$ cat src/rtl/ocu_pkg.sv
package ocu_pkg;

  typedef enum logic [1:0] {
    REG_CMP_HI = 2'd0,
    REG_CMP_LO = 2'd1,
    REG_CTRL   = 2'd2,
    REG_STATUS = 2'd3
  } regSel_e;

  // strobes from control to datapath
  typedef struct packed {
    logic wrHi;
    logic wrLo;
    logic loadLevel;
  } dpStrobe_t;

endpackage

$ cat src/rtl/ocu_datapath.sv
module ocu_datapath
  import ocu_pkg::*;
#(
  parameter int BUS_W = 8,
  localparam int CNT_W = 2 * BUS_W
) (
  input  logic             clk,
  input  logic             rstN,
  input  dpStrobe_t        strb,
  input  logic [BUS_W-1:0] wrData,
  input  logic [CNT_W-1:0] countIn,
  input  logic             countTick,
  input  logic             levelBit,
  output logic             hit,
  output logic [CNT_W-1:0] cmpVal,
  output logic             cmpOut
);

  logic [1:0] laneWr;
  assign laneWr = {strb.wrHi, strb.wrLo};

  // compare storage: one lane per byte, deliberately not reset
  for (genvar lane = 0; lane < 2; lane++) begin : gLane
    logic [BUS_W-1:0] laneQ;
    always_ff @(posedge clk) begin
      if (laneWr[lane]) laneQ <= wrData;
    end
    assign cmpVal[lane*BUS_W +: BUS_W] = laneQ;
  end

  assign hit = countTick && (countIn == cmpVal);

  always_ff @(posedge clk) begin
    if (!rstN)               cmpOut <= 1'b0;
    else if (strb.loadLevel) cmpOut <= levelBit;
  end

endmodule

$ cat src/rtl/ocu_ctrl.sv
module ocu_ctrl
  import ocu_pkg::*;
#(
  parameter int BUS_W = 8,
  localparam int CNT_W = 2 * BUS_W
) (
  input  logic             clk,
  input  logic             rstN,
  input  logic             wrEn,
  input  logic             rdEn,
  input  logic [1:0]       addr,
  input  logic [1:0]       wrBits,
  input  logic             hit,
  input  logic [CNT_W-1:0] cmpVal,
  output dpStrobe_t        strb,
  output logic             inhibit,
  output logic             ocfFlag,
  output logic             levelBit,
  output logic             ieBit,
  output logic             irq,
  output logic [BUS_W-1:0] rdData
);

  logic wrHi, wrLo, wrCtrl, rdStatus, matchNow, clearArm, doClear;

  assign wrHi     = wrEn && (addr == REG_CMP_HI);
  assign wrLo     = wrEn && (addr == REG_CMP_LO);
  assign wrCtrl   = wrEn && (addr == REG_CTRL);
  assign rdStatus = rdEn && (addr == REG_STATUS);
  assign matchNow = hit && !inhibit;
  assign doClear  = wrLo && clearArm;

  assign strb.wrHi      = wrHi;
  assign strb.wrLo      = wrLo;
  assign strb.loadLevel = matchNow;

  always_ff @(posedge clk) begin
    if (!rstN) begin
      inhibit  <= 1'b0;
      ocfFlag  <= 1'b0;
      clearArm <= 1'b0;
      levelBit <= 1'b0;
      ieBit    <= 1'b0;
    end else begin
      if (wrHi)      inhibit <= 1'b1;
      else if (wrLo) inhibit <= 1'b0;

      if (wrCtrl) begin
        levelBit <= wrBits[0];
        ieBit    <= wrBits[1];
      end

      if (matchNow)     ocfFlag <= 1'b1;
      else if (doClear) ocfFlag <= 1'b0;

      if (doClear)                 clearArm <= 1'b0;
      else if (rdStatus && ocfFlag) clearArm <= 1'b1;
    end
  end

  assign irq = ocfFlag && ieBit;

  always_comb begin
    rdData = '0;
    unique case (addr)
      REG_CMP_HI: rdData = cmpVal[CNT_W-1:BUS_W];
      REG_CMP_LO: rdData = cmpVal[BUS_W-1:0];
      REG_CTRL:   rdData = {{(BUS_W-2){1'b0}}, ieBit, levelBit};
      REG_STATUS: rdData = {{(BUS_W-1){1'b0}}, ocfFlag};
      default:    rdData = '0;
    endcase
  end

endmodule

$ cat src/rtl/out_compare_unit.sv
module out_compare_unit
  import ocu_pkg::*;
#(
  parameter int BUS_W = 8,
  localparam int CNT_W = 2 * BUS_W
) (
  input  logic             clk,
  input  logic             rstN,
  input  logic             wrEn,
  input  logic             rdEn,
  input  logic [1:0]       addr,
  input  logic [BUS_W-1:0] wrData,
  output logic [BUS_W-1:0] rdData,
  input  logic [CNT_W-1:0] countIn,
  input  logic             countTick,
  output logic             cmpOut,
  output logic             irq
);

  dpStrobe_t        strb;
  logic             hit, inhibit, ocfFlag, levelBit, ieBit;
  logic [CNT_W-1:0] cmpVal;
  logic [BUS_W-3:0] wrSpare;

  assign wrSpare = wrData[BUS_W-1:2];

  ocu_ctrl #(.BUS_W(BUS_W)) i_ctrl (
    .clk(clk), .rstN(rstN), .wrEn(wrEn), .rdEn(rdEn), .addr(addr),
    .wrBits(wrData[1:0]), .hit(hit), .cmpVal(cmpVal), .strb(strb),
    .inhibit(inhibit), .ocfFlag(ocfFlag), .levelBit(levelBit),
    .ieBit(ieBit), .irq(irq), .rdData(rdData)
  );

  ocu_datapath #(.BUS_W(BUS_W)) i_dp (
    .clk(clk), .rstN(rstN), .strb(strb), .wrData(wrData),
    .countIn(countIn), .countTick(countTick), .levelBit(levelBit),
    .hit(hit), .cmpVal(cmpVal), .cmpOut(cmpOut)
  );

endmodule

$ cat config.mk
export PLATFORM = sky130hd
export DESIGN_NAME = out_compare_unit
export DESIGN_NICKNAME = d
export VERILOG_FILES = /design/src/rtl/ocu_pkg.sv /design/src/rtl/ocu_datapath.sv /design/src/rtl/ocu_ctrl.sv /design/src/rtl/out_compare_unit.sv
export SDC_FILE = /design/constraint.sdc
export NUM_CORES = 1
export LEC_CHECK = 0
export ABC_AREA = 1
export BUFFER_PORTS_ARGS = -buffer_cell sky130_fd_sc_hd__buf_2
export CAP_MARGIN = 20
export CORE_MARGIN = 2
export CORE_UTILIZATION = 53
export CTS_CLUSTER_DIAMETER = 100
export DETAILED_ROUTE_END_ITERATION = 12
export GPL_TIMING_DRIVEN = 1
export PLACE_DENSITY = 0.94
export SLEW_MARGIN = 20
export SYNTH_ARGS = -nofsm -noshare
export SYNTH_HDL_FRONTEND = slang
export SYNTH_HIERARCHICAL = 1
export SYNTH_SLANG_ARGS = --single-unit
$ cat constraint.sdc
create_clock -name clk -period 2.81 [get_ports clk]
set_clock_uncertainty 0.15 [all_clocks]
set_input_delay 0.281 -clock clk [delete_from_list [all_inputs] [get_ports clk]]
set_output_delay 0.281 -clock clk [all_outputs]
set_load 0.02 [all_outputs]
After elaboration in Yosys (flattened, before gate mapping)

Index checks and enable logic that the tools add are counted.

Flip-flop bits (word level): 22
Bits in latches: 0
Bits in writable memories: 0
Bits in read-only memories: 0
Input bits: 31
Output and inout port bits: 10
Word-level logic and storage cells: 32
Memories kept: 0

Add/sub/neg operators: 0
Multipliers: 0
Div/mod/pow operators: 0
$lt $le $gt $ge: 0
Equality and inequality tests: 4
Shifts and indexed selects: 0
Mux-type cells: 5
Bitwise operators: 1
Reduce and logical (&&, ||, !) cells: 14

Operators by type and width:

| operator                                                               | count |
|---|---|
| 8-bit case mux with 4 select lines                                     | 1 |
| 16-bit equality test                                                   | 1 |
| 1-bit logical AND                                                      | 9 |
| 2-bit equality test (second input constant)                            | 2 |
| 1-bit two-way mux                                                      | 4 |
| 2-bit nonzero test                                                     | 2 |
| 2-bit by 1-bit equality test with 1-bit output (second input constant) | 1 |
| 2-bit zero test                                                        | 1 |
| 2-bit OR reduction                                                     | 1 |
| 1-bit zero test                                                        | 1 |
| 1-bit inverter                                                         | 1 |

Logic depth before layout (Yosys ltp)

Gate-level depths: netlist of run 1.

Depth after elaboration: 5
Mapped depth: 13
Mapped depth without buffers: 12

By module

The synthesis of run 1 kept the hierarchy.

Modules (own cells, without submodules):

| module       | instances | cells an instance | area an instance (sq um) | seq. area each (sq um) |
|---|---|---|---|---|
| ocu_datapath | 1         | 89                | 805.8                    | 500.5 |
| ocu_ctrl     | 1         | 69                | 390.4                    | 100.1 |

Worst setup path after synthesis of run 1

No wires, ideal clock.

Path type: register to register
Start point: reg i_dp.gLane[0].laneQ[2]
End point: reg i_dp.cmpOut
Setup time: 70 ps
Arrival: 1254 ps
Data required time: 2590 ps
Path slack: 1337 ps
Cell stages (with the launch flop): 10
Buffers on the path: 1
Clock period less this slack: 1473 ps
Cells stage by stage: edfxtp_1 -> xor2_1 -> nor3_2 -> nand2_1 -> nor2_2 -> inv_1 -> nor2_1 -> buf_4 -> o21ai_0 -> a21oi_1

Longest elaborated chain between the ends: 3

Ends and longest elaborated chain:

| element                   | line                   | RTL |
|---|---|---|
| from (decl)               | ocu_datapath.sv:24     | `logic [BUS_W-1:0] laneQ;` |
| from (signal assigned)    | ocu_datapath.sv:26     | `if (laneWr[lane]) laneQ <= wrData;` |
| 16-bit equality test      | ocu_datapath.sv:31     | `assign hit = countTick && (countIn == cmpVal);` |
| 1-bit logical AND         | ocu_datapath.sv:31     |  |
| named net hit             | out_compare_unit.sv:21 | `logic hit, inhibit, ocfFlag, levelBit, ieBit;` |
| 1-bit logical AND         | ocu_ctrl.sv:30         | `assign matchNow = hit && !inhibit;` |
| named net i_ctrl.matchNow | ocu_ctrl.sv:24         | `logic wrHi, wrLo, wrCtrl, rdStatus, matchNow, clearArm, doClear;` |
| to (signal assigned)      | ocu_datapath.sv:35     | `else if (strb.loadLevel) cmpOut <= levelBit;` |
| to (decl)                 | ocu_datapath.sv:16     | `output logic cmpOut` |

The timed path passes the listed nets, and every way through them passes these cells.
A chain may end at the register's enable or synchronous reset.

==> metrics.md, run 1 <==
| Metric | Value |
|---|---|
| Fill cell count | 200 |
| Clock Path Buffers | 2 |
| Ant diodes | 0 |
| Core area | 2170 µm² |
| Max-slew violation count | 0 |
| RSZ-0062 raised after global routing | false |
| Syn nets | 189 |
| Top Usage Layer GRT | met2 |
| Die area | 2650 µm² |
| Vias per inst | 4.78 |
| DRC | 0 |
| Area growth syn-to-layout | 20.2% |
| Cell area after synthesis | 1200 µm² |
| Ys Warns | 6 |
| Clk sinks | 22 |
| Total Routed Length | 2490 µm |
| WS Path Type | reg2reg |
| Peak VDD IR | 387 µV |
| Setup TNS | 0 ns |
| Cells on worst reg2reg path | 11 |
| First-pass GRT wire length | 3950 µm |
| Tmin final | 1.66 ns |
| Met3 usage | 0.0230 |
| Io pins | 41 |
| Top post-synthesis cells by area | edfxtp_1 40%, nand2_1 17%, dfxtp_1 10% |
| Final hold vios | 0 |
| Synth top area share | 0.402 |
| Part of the Yosys area used for sequential elements | 0.502 |
| GR Util met1 | 0.250 |
| Hold depth | 1 |
| 1st-pass router iterations | 4 |
| Total track usage | 0.206 |
| Crit-path max FO | 3 |
| Number of max-cap violations | 0 |
| Pin count of the biggest net entering global routing | 14 |
| Row cnt | 17 |
| Period utilization | 0.592 |
| Leakage | 0.774 nW |
| Gr ovfl total | 0 |
| Mapped Cells | 158 |
| Status | completed |
| Critical Path Sink Type | flop |
| Wire length per cell | 11.0 µm |
| Proportion of layout cells with a drive suffix above 1 | 0.246 |
| Die H | 51.5 µm |
| Die X | 51.5 µm |
| Vias | 1085 |
| CTS tree | done |
| Worst Tran Pin Value | 0.345 ns |
| Clock root buffer | clkbuf_4 |
| Layout Nets | 231 |
| HPWL after DPL | 1940 µm |
| Fmax | 601 MHz |
| Worst Path Required | 2.91 ns |
| Detail Route Antenna Nets | 0 |
| Synth area leader | edfxtp_1 |
| GP Congestion | 0.862 |
| Tightest Hold Check Type | in2reg |
| Total CTS buffers | 3 |
| Power per standard cell area | 431 nW/µm² |
| Util after Layout | 0.663 |
| PortBufs | 40 |
| Initial Utilization | 0.551 |
| Initial antenna violation count | 0 |
| Slew HR | 0.770 |
| H-tree depth reported by CTS | 1 |
| Yosys reg bits | 22 |
| Post-synthesis cell type count | 18 |
| Syn_area_per_cell | 7.57 µm² |
| Vias in the first global route | 965 |
| M2 GR Usage | 0.359 |
| Worst-skew pair later-pin latency | 0.31 ns |
| Crit path arrival time | 1.76 ns |
| Final Setup Violations | 0 |
| Worst-path clk slew | 0.12 ns |
| Iter 0 DRT Violations | 46 |
| Startpoint types | flop |
[metrics by stage]
step	hold WS, ns	setup WS (ns)	power, mW	instance area, µm²	instances
after floorplan	0.230	1.34	0.436	1200	158
after global placement	0.305	1.22	0.478	1400	222
after detailed placement	0.314	1.20	0.480	1400	222
after CTS	0.000655	1.17	0.622	1440	227
after global routing	0.00141	0.954	0.646	1440	227
final	0.00617	1.15	0.620	1440	227
[state kept, by name, indices dropped and copies added, names as in the netlist]
register,count
i_ctrl/inhibit,1
i_ctrl/levelBit,1
i_dp/gLane.laneQ,16
i_dp/cmpOut,1
i_ctrl/ocfFlag,1
i_ctrl/ieBit,1
i_ctrl/clearArm,1
[timing repair]
item                      CTS  global route
hold buffers                1             0
hold endpoints to repair    2             0
buffers inserted            0             0
resized for setup           0             0
[power breakdown]
group / internal [mW] / switching [mW]
Combinational: 0.0409 / 0.0609
Clock: 0.0519 / 0.0932
Sequential: 0.363 / 0.00991
Total: 0.456 / 0.164
[layout make-up]
cell class                      instances  area (µm²)  share of cell area
Sequential cell                        22         601               0.418
Tap cell                               28        35.0              0.0244
Timing Repair Buffer                   41         210               0.146
Inverter                               29         109              0.0757
Multi-Input combinational cell        103         457               0.318
Clock inverter                          1        3.75             0.00261
Clock buffer                            3        22.5              0.0157
[cells in the final DEF, fill, tap and decap left out, drive strengths merged]
| master | n |
|---|---|
| nand2 | 55 |
| buf | 40 |
| inv | 29 |
| nor2 | 19 |
| nand3 | 16 |
| edfxtp | 16 |
| dfxtp | 6 |
| clkbuf | 3 |
| xor2 | 3 |
| o21ai | 3 |
| nand4 | 2 |
| o22ai | 2 |
| clkinv | 1 |
| dlygate4sd3 | 1 |
| a21boi | 1 |
| nor3 | 1 |
| a21oi | 1 |
[final timing paths]
kind / from / end / slack (ns)
min reg2reg: i_ctrl/inhibit$_SDFFE_PN0P_ / i_ctrl/inhibit$_SDFFE_PN0P_ / 0.33
max: i_dp/gLane[1].laneQ[3]$_DFFE_PP_ / i_dp/cmpOut$_SDFFE_PN0P_ / 1.15
max reg2reg: i_dp/gLane[1].laneQ[3]$_DFFE_PP_ / i_dp/cmpOut$_SDFFE_PN0P_ / 1.15
min: wrData[4] / i_dp/gLane[1].laneQ[4]$_DFFE_PP_ / 0.006
[cell usage after synthesis]
master / n
o21ai_1: 1
nand3_1: 16
xor2_1: 3
nand2_1: 55
o22ai_1: 2
inv_2: 3
nor3_2: 1
nor2_2: 1
edfxtp_1: 16
nor2_1: 17
nor2_4: 1
dfxtp_1: 6
a21oi_1: 1
buf_4: 4
inv_1: 26
o21ai_0: 2
a21boi_1: 1
nand4_1: 2
[cells by family after synthesis]
logic type | synth area share
AND/OR/NAND/NOR | 0.326
buffers and inverters | 0.116
flip-flops | 0.502
AO/OA/AOI/OAI | 0.0335
XOR/XNOR | 0.0220
[per-layer routing]
layer  part of all wire  vias up  wire length, µm
li1                   -      571                -
met1               0.41      463             1020
met2               0.50       49             1250
met3              0.079        2              197
met4              0.012        0               30
met5                  0        -                0
[critical path: stages, from the launching register on]
cell and delay (ns):
edfxtp_1 0.45, nand2_1 0.10, nand2_1 0.06, nor2_1 0.08, nand2_1 0.05, nor2_1 0.13
nand2_1 0.08, nor2_2 0.07, inv_1 0.05, nor2_1 0.16, o21ai_0 0.11, a21oi_1 0.11
No activity file was read; power rests on OpenSTA's default activity.
==> run 2, diff against run 1 <==
--- a/config.mk
+++ b/config.mk
@@ -5,15 +5,15 @@
 export SDC_FILE = /design/constraint.sdc
 export NUM_CORES = 1
 export LEC_CHECK = 0
-export ABC_AREA = 1
+export ABC_AREA = 0
 export BUFFER_PORTS_ARGS = -buffer_cell sky130_fd_sc_hd__buf_2
 export CAP_MARGIN = 20
 export CORE_MARGIN = 2
-export CORE_UTILIZATION = 53
+export CORE_UTILIZATION = 43
 export CTS_CLUSTER_DIAMETER = 100
 export DETAILED_ROUTE_END_ITERATION = 12
 export GPL_TIMING_DRIVEN = 1
-export PLACE_DENSITY = 0.94
+export PLACE_DENSITY = 0.84
 export SLEW_MARGIN = 20
 export SYNTH_ARGS = -nofsm -noshare
 export SYNTH_HDL_FRONTEND = slang
==> constraint.sdc (replaced) <==
create_clock -name clk -period 1.4 [get_ports clk]
set_clock_uncertainty 0.15 [all_clocks]
set_input_delay 0.14 -clock clk [delete_from_list [all_inputs] [get_ports clk]]
set_output_delay 0.14 -clock clk [all_outputs]
set_load 0.02 [all_outputs]
==> metrics.md, run 2 <==
| Metric | Value |
|---|---|
| Vias | 837 (-23%) |
| Ant diodes | 0 (unchanged) |
| Critical Path Sink Type | flop |
| Syn nets | 117 (-38%) |
| Post-synthesis cell type count | 24 (+6) |
| Main combinational cell family by area after synthesis | simple AND/OR/NAND/NOR gates |
| Post-route cell area | 1450 µm² (+0.61%) |
| First-pass GRT wire length | 3590 µm (-9.1%) |
| Post-synth EDFFs | 16 (unchanged) |
| Mux cell area share after synthesis | 0.0986 (+0.0986) |
| Wire length per cell | 13.8 µm (+25%) |
| Commonest non-fill, non-tap cell in the layout | buf_2 |
| Proportion of layout cells with a drive suffix above 1 | 0.360 (+0.113) |
| Crit-path max FO | 2 (-1) |
| GP Congestion | 0.787 (-8.7%) |
| Row cnt | 18 (+1) |
| Worst Path Required | 1.46 ns (-1.45 ns) |
| Startpoint types | flop |
| Fin cells | 169 (-26%) |
| HPWL after DPL | 1820 µm (-6.0%) |
| Tmin final | 1.86 ns (+0.191 ns) |
| Status | finished, violations left |
| Vias per inst | 4.95 (+3.6%) |
| Cells after DPL | 155 (-30%) |
| Post-Synth Simple-Gate Area | 0.136 (-0.191) |
| Total track usage | 0.183 (-0.0229) |
| Count leader, synth | edfxtp_1 |
| Part of the Yosys area used for sequential elements | 0.557 (+0.0548) |
| Total CTS buffers | 3 (unchanged) |
| Top FF cell, synth | edfxtp_1 |
| Cell area after synthesis | 1080 µm² (-9.8%) |
| Mapped Cells | 86 (-46%) |
| Iter 0 DRT Violations | 24 (-48%) |
| Post-placement cell area | 1310 µm² (-6.5%) |
| Crit path arrival time | 1.91 ns (+0.15 ns) |
| Crit path setup slack, layout | -0.455 ns (-1.60 ns) |
| Pin count of the biggest net entering global routing | 14 (unchanged) |
| Total Routed Length | 2330 µm (-6.7%) |
| Slew HR | 0.831 (+0.0610) |
| Io pins | 41 (unchanged) |
| Detail Route Antenna Nets | 0 (unchanged) |
| Top post-synthesis cells by area | edfxtp_1 45%, dfxtp_1 11%, xnor2_1 9.7% |
| Fmax | 539 MHz (-10%) |
| H-tree depth reported by CTS | 1 (unchanged) |
| Failing checks | negative setup slack |
| Worst-path clk slew | 0.11 ns (about the same) |
| CTS tree | done |
| Initial antenna violation count | 0 (unchanged) |
| Post-Synth XOR/XNOR Area | 0.130 (+0.108) |
| Worst-skew pair later-pin latency | 0.31 ns (about the same) |
| Max reg flops | 16 (unchanged) |
| Clock root buffer | clkbuf_4 |
| Synth Area in Compound Gates | 0.0394 (+0.00597) |
| Vias in the first global route | 876 (-9.2%) |
| Die H | 54.1 µm (+5.0%) |
| 1st-pass router iterations | 4 (unchanged) |
| WS Path Type | reg2reg |
| Number of max-cap violations | 0 (unchanged) |
| RSZ-0062 raised after global routing | true |
| PortBufs | 40 (unchanged) |
| Final Setup Violations | 5 (+5) |
| Initial Utilization | 0.443 (-0.108) |
| Final hold vios | 0 (unchanged) |
| Post-synth top cells | 16 x edfxtp_1, 12 x xnor2_1, 8 x mux2i_1 |
| Power per standard cell area | 860 nW/µm² (+99%) |
| Worst Tran Pin Value | 0.251 ns (-0.0935 ns) |
| Top reg by flops | i_dp/gLane.laneQ |
| Most frequent cells in the layout | 38 x buf_2, 16 x edfxtp_1, 12 x xnor2_1, 10 x dlygate4sd3_1, 8 x mux2i_1 |
| Ys Warns | 6 (unchanged) |
| DRC | 0 (unchanged) |
| Setup Buffers After CTS | 0 (unchanged) |
| Die area | 2920 µm² (+10%) |
| Yosys reg bits | 22 (unchanged) |
| Syn_area_per_cell | 12.5 µm² (+66%) |
| Clock Path Buffers | 2 (unchanged) |
| Fraction of registers with async set/reset | 0 (unchanged) |
| Max-slew violation count | 0 (unchanged) |
| Core area | 2430 µm² (+12%) |
| Die X | 54.1 µm (+5.0%) |
| Post-synthesis adder-cell area fraction | 0 (unchanged) |
| Period utilization | 1.33 (+0.733) |
| Leakage | 0.591 nW (-24%) |
| Peak VDD IR | 663 µV (+71%) |
| Synth area leader | edfxtp_1 |
| Area growth syn-to-layout | 34.1% |
| Gr ovfl total | 0 (unchanged) |
| Layout Nets | 171 (-26%) |
| Synth top area share | 0.445 (+0.0438) |
| Clk sinks | 22 (unchanged) |
| Tightest Hold Check Type | in2reg |
| Worst slack, placed | -0.478 ns (-1.68 ns) |
## run 2: area by class of cell
| type | instances | area, µm² |
|---|---|---|
| well taps | 30 | 37.5 |
| clock inverters | 1 | 3.75 |
| fillers | 209 | 986 |
| repair buffers | 54 | 339 |
| flip-flops and latches | 22 | 601 |
| multi-input cells | 58 | 439 |
| clock buffers | 3 | 22.5 |
| inverters | 1 | 3.75 |
## run 2: metrics by stage
| step | power [mW] | util | hold WS (ns) | TNS (ns) |
|---|---|---|---|---|
| after floorplan | 0.862 | - | 0.0889 | -0.463 |
| after global placement | 0.943 | 0.539 | 0.180 | -0.591 |
| after detailed placement | 0.950 | 0.539 | 0.184 | -0.758 |
| after CTS | 1.25 | 0.594 | 0.0240 | -1.09 |
| after global routing | 1.30 | 0.595 | 0.0301 | -1.85 |
| final | 1.24 | 0.595 | 0.0260 | -1.03 |
## run 2: report_power, final
group / internal [mW] / switching (mW)
clock network: 0.104 / 0.178
registers: 0.727 / 0.0190
logic: 0.115 / 0.0998
total: 0.946 / 0.297
## run 2: metal layers
metal  vias to the layer above  global-route usage  routed length (µm)
met5                         -                   0                   0
met4                         0               0.154                  68
met3                         4              0.0222                 139
met2                        30               0.337                1200
met1                       393               0.178                 914
li1                        410                   -                   -
## run 2: final timing paths
check / startpoint / end / slack [ns] / cells past startpoint
setup / recovery: i_dp/gLane[1].laneQ[5]$_DFFE_PP_ / i_dp/cmpOut$_SDFFE_PN0P_ / -0.46 / 7
hold / removal: addr[0] / i_ctrl/clearArm$_SDFFE_PP0P_ / 0.03 / 3
setup reg to reg: i_dp/gLane[1].laneQ[5]$_DFFE_PP_ / i_dp/cmpOut$_SDFFE_PN0P_ / -0.46 / 7
hold reg to reg: i_ctrl/ieBit$_SDFFE_PN0P_ / i_ctrl/ieBit$_SDFFE_PN0P_ / 0.36 / 2
## run 2: cell families (layout without fill, tap and decap cells)
group                     count (synthesis)  count (layout)
AOI/OAI and AO/OA                         7               7
muxes                                     9               9
xor gates and xnor gates                 16              16
buffers and inverters                     6              59
DFF                                      22              22
and+or+nand+nor                          26              26
## run 2: worst max-delay path: stages, from the launching register on
cell and delay (ns):
edfxtp_1 0.41, xor2_1 0.15, nor4_1 0.29, nand4_1 0.14
nor4_2 0.15, nor2b_4 0.19, mux2i_1 0.21, nor2b_1 0.06
## run 2: repair_timing
item                       4_1_cts  5_1_grt
hold buffers                    10        0
setup endpoints to repair        7       10
resized for setup                5        1
pin swaps                        0        1
hold endpoints to repair        22        0
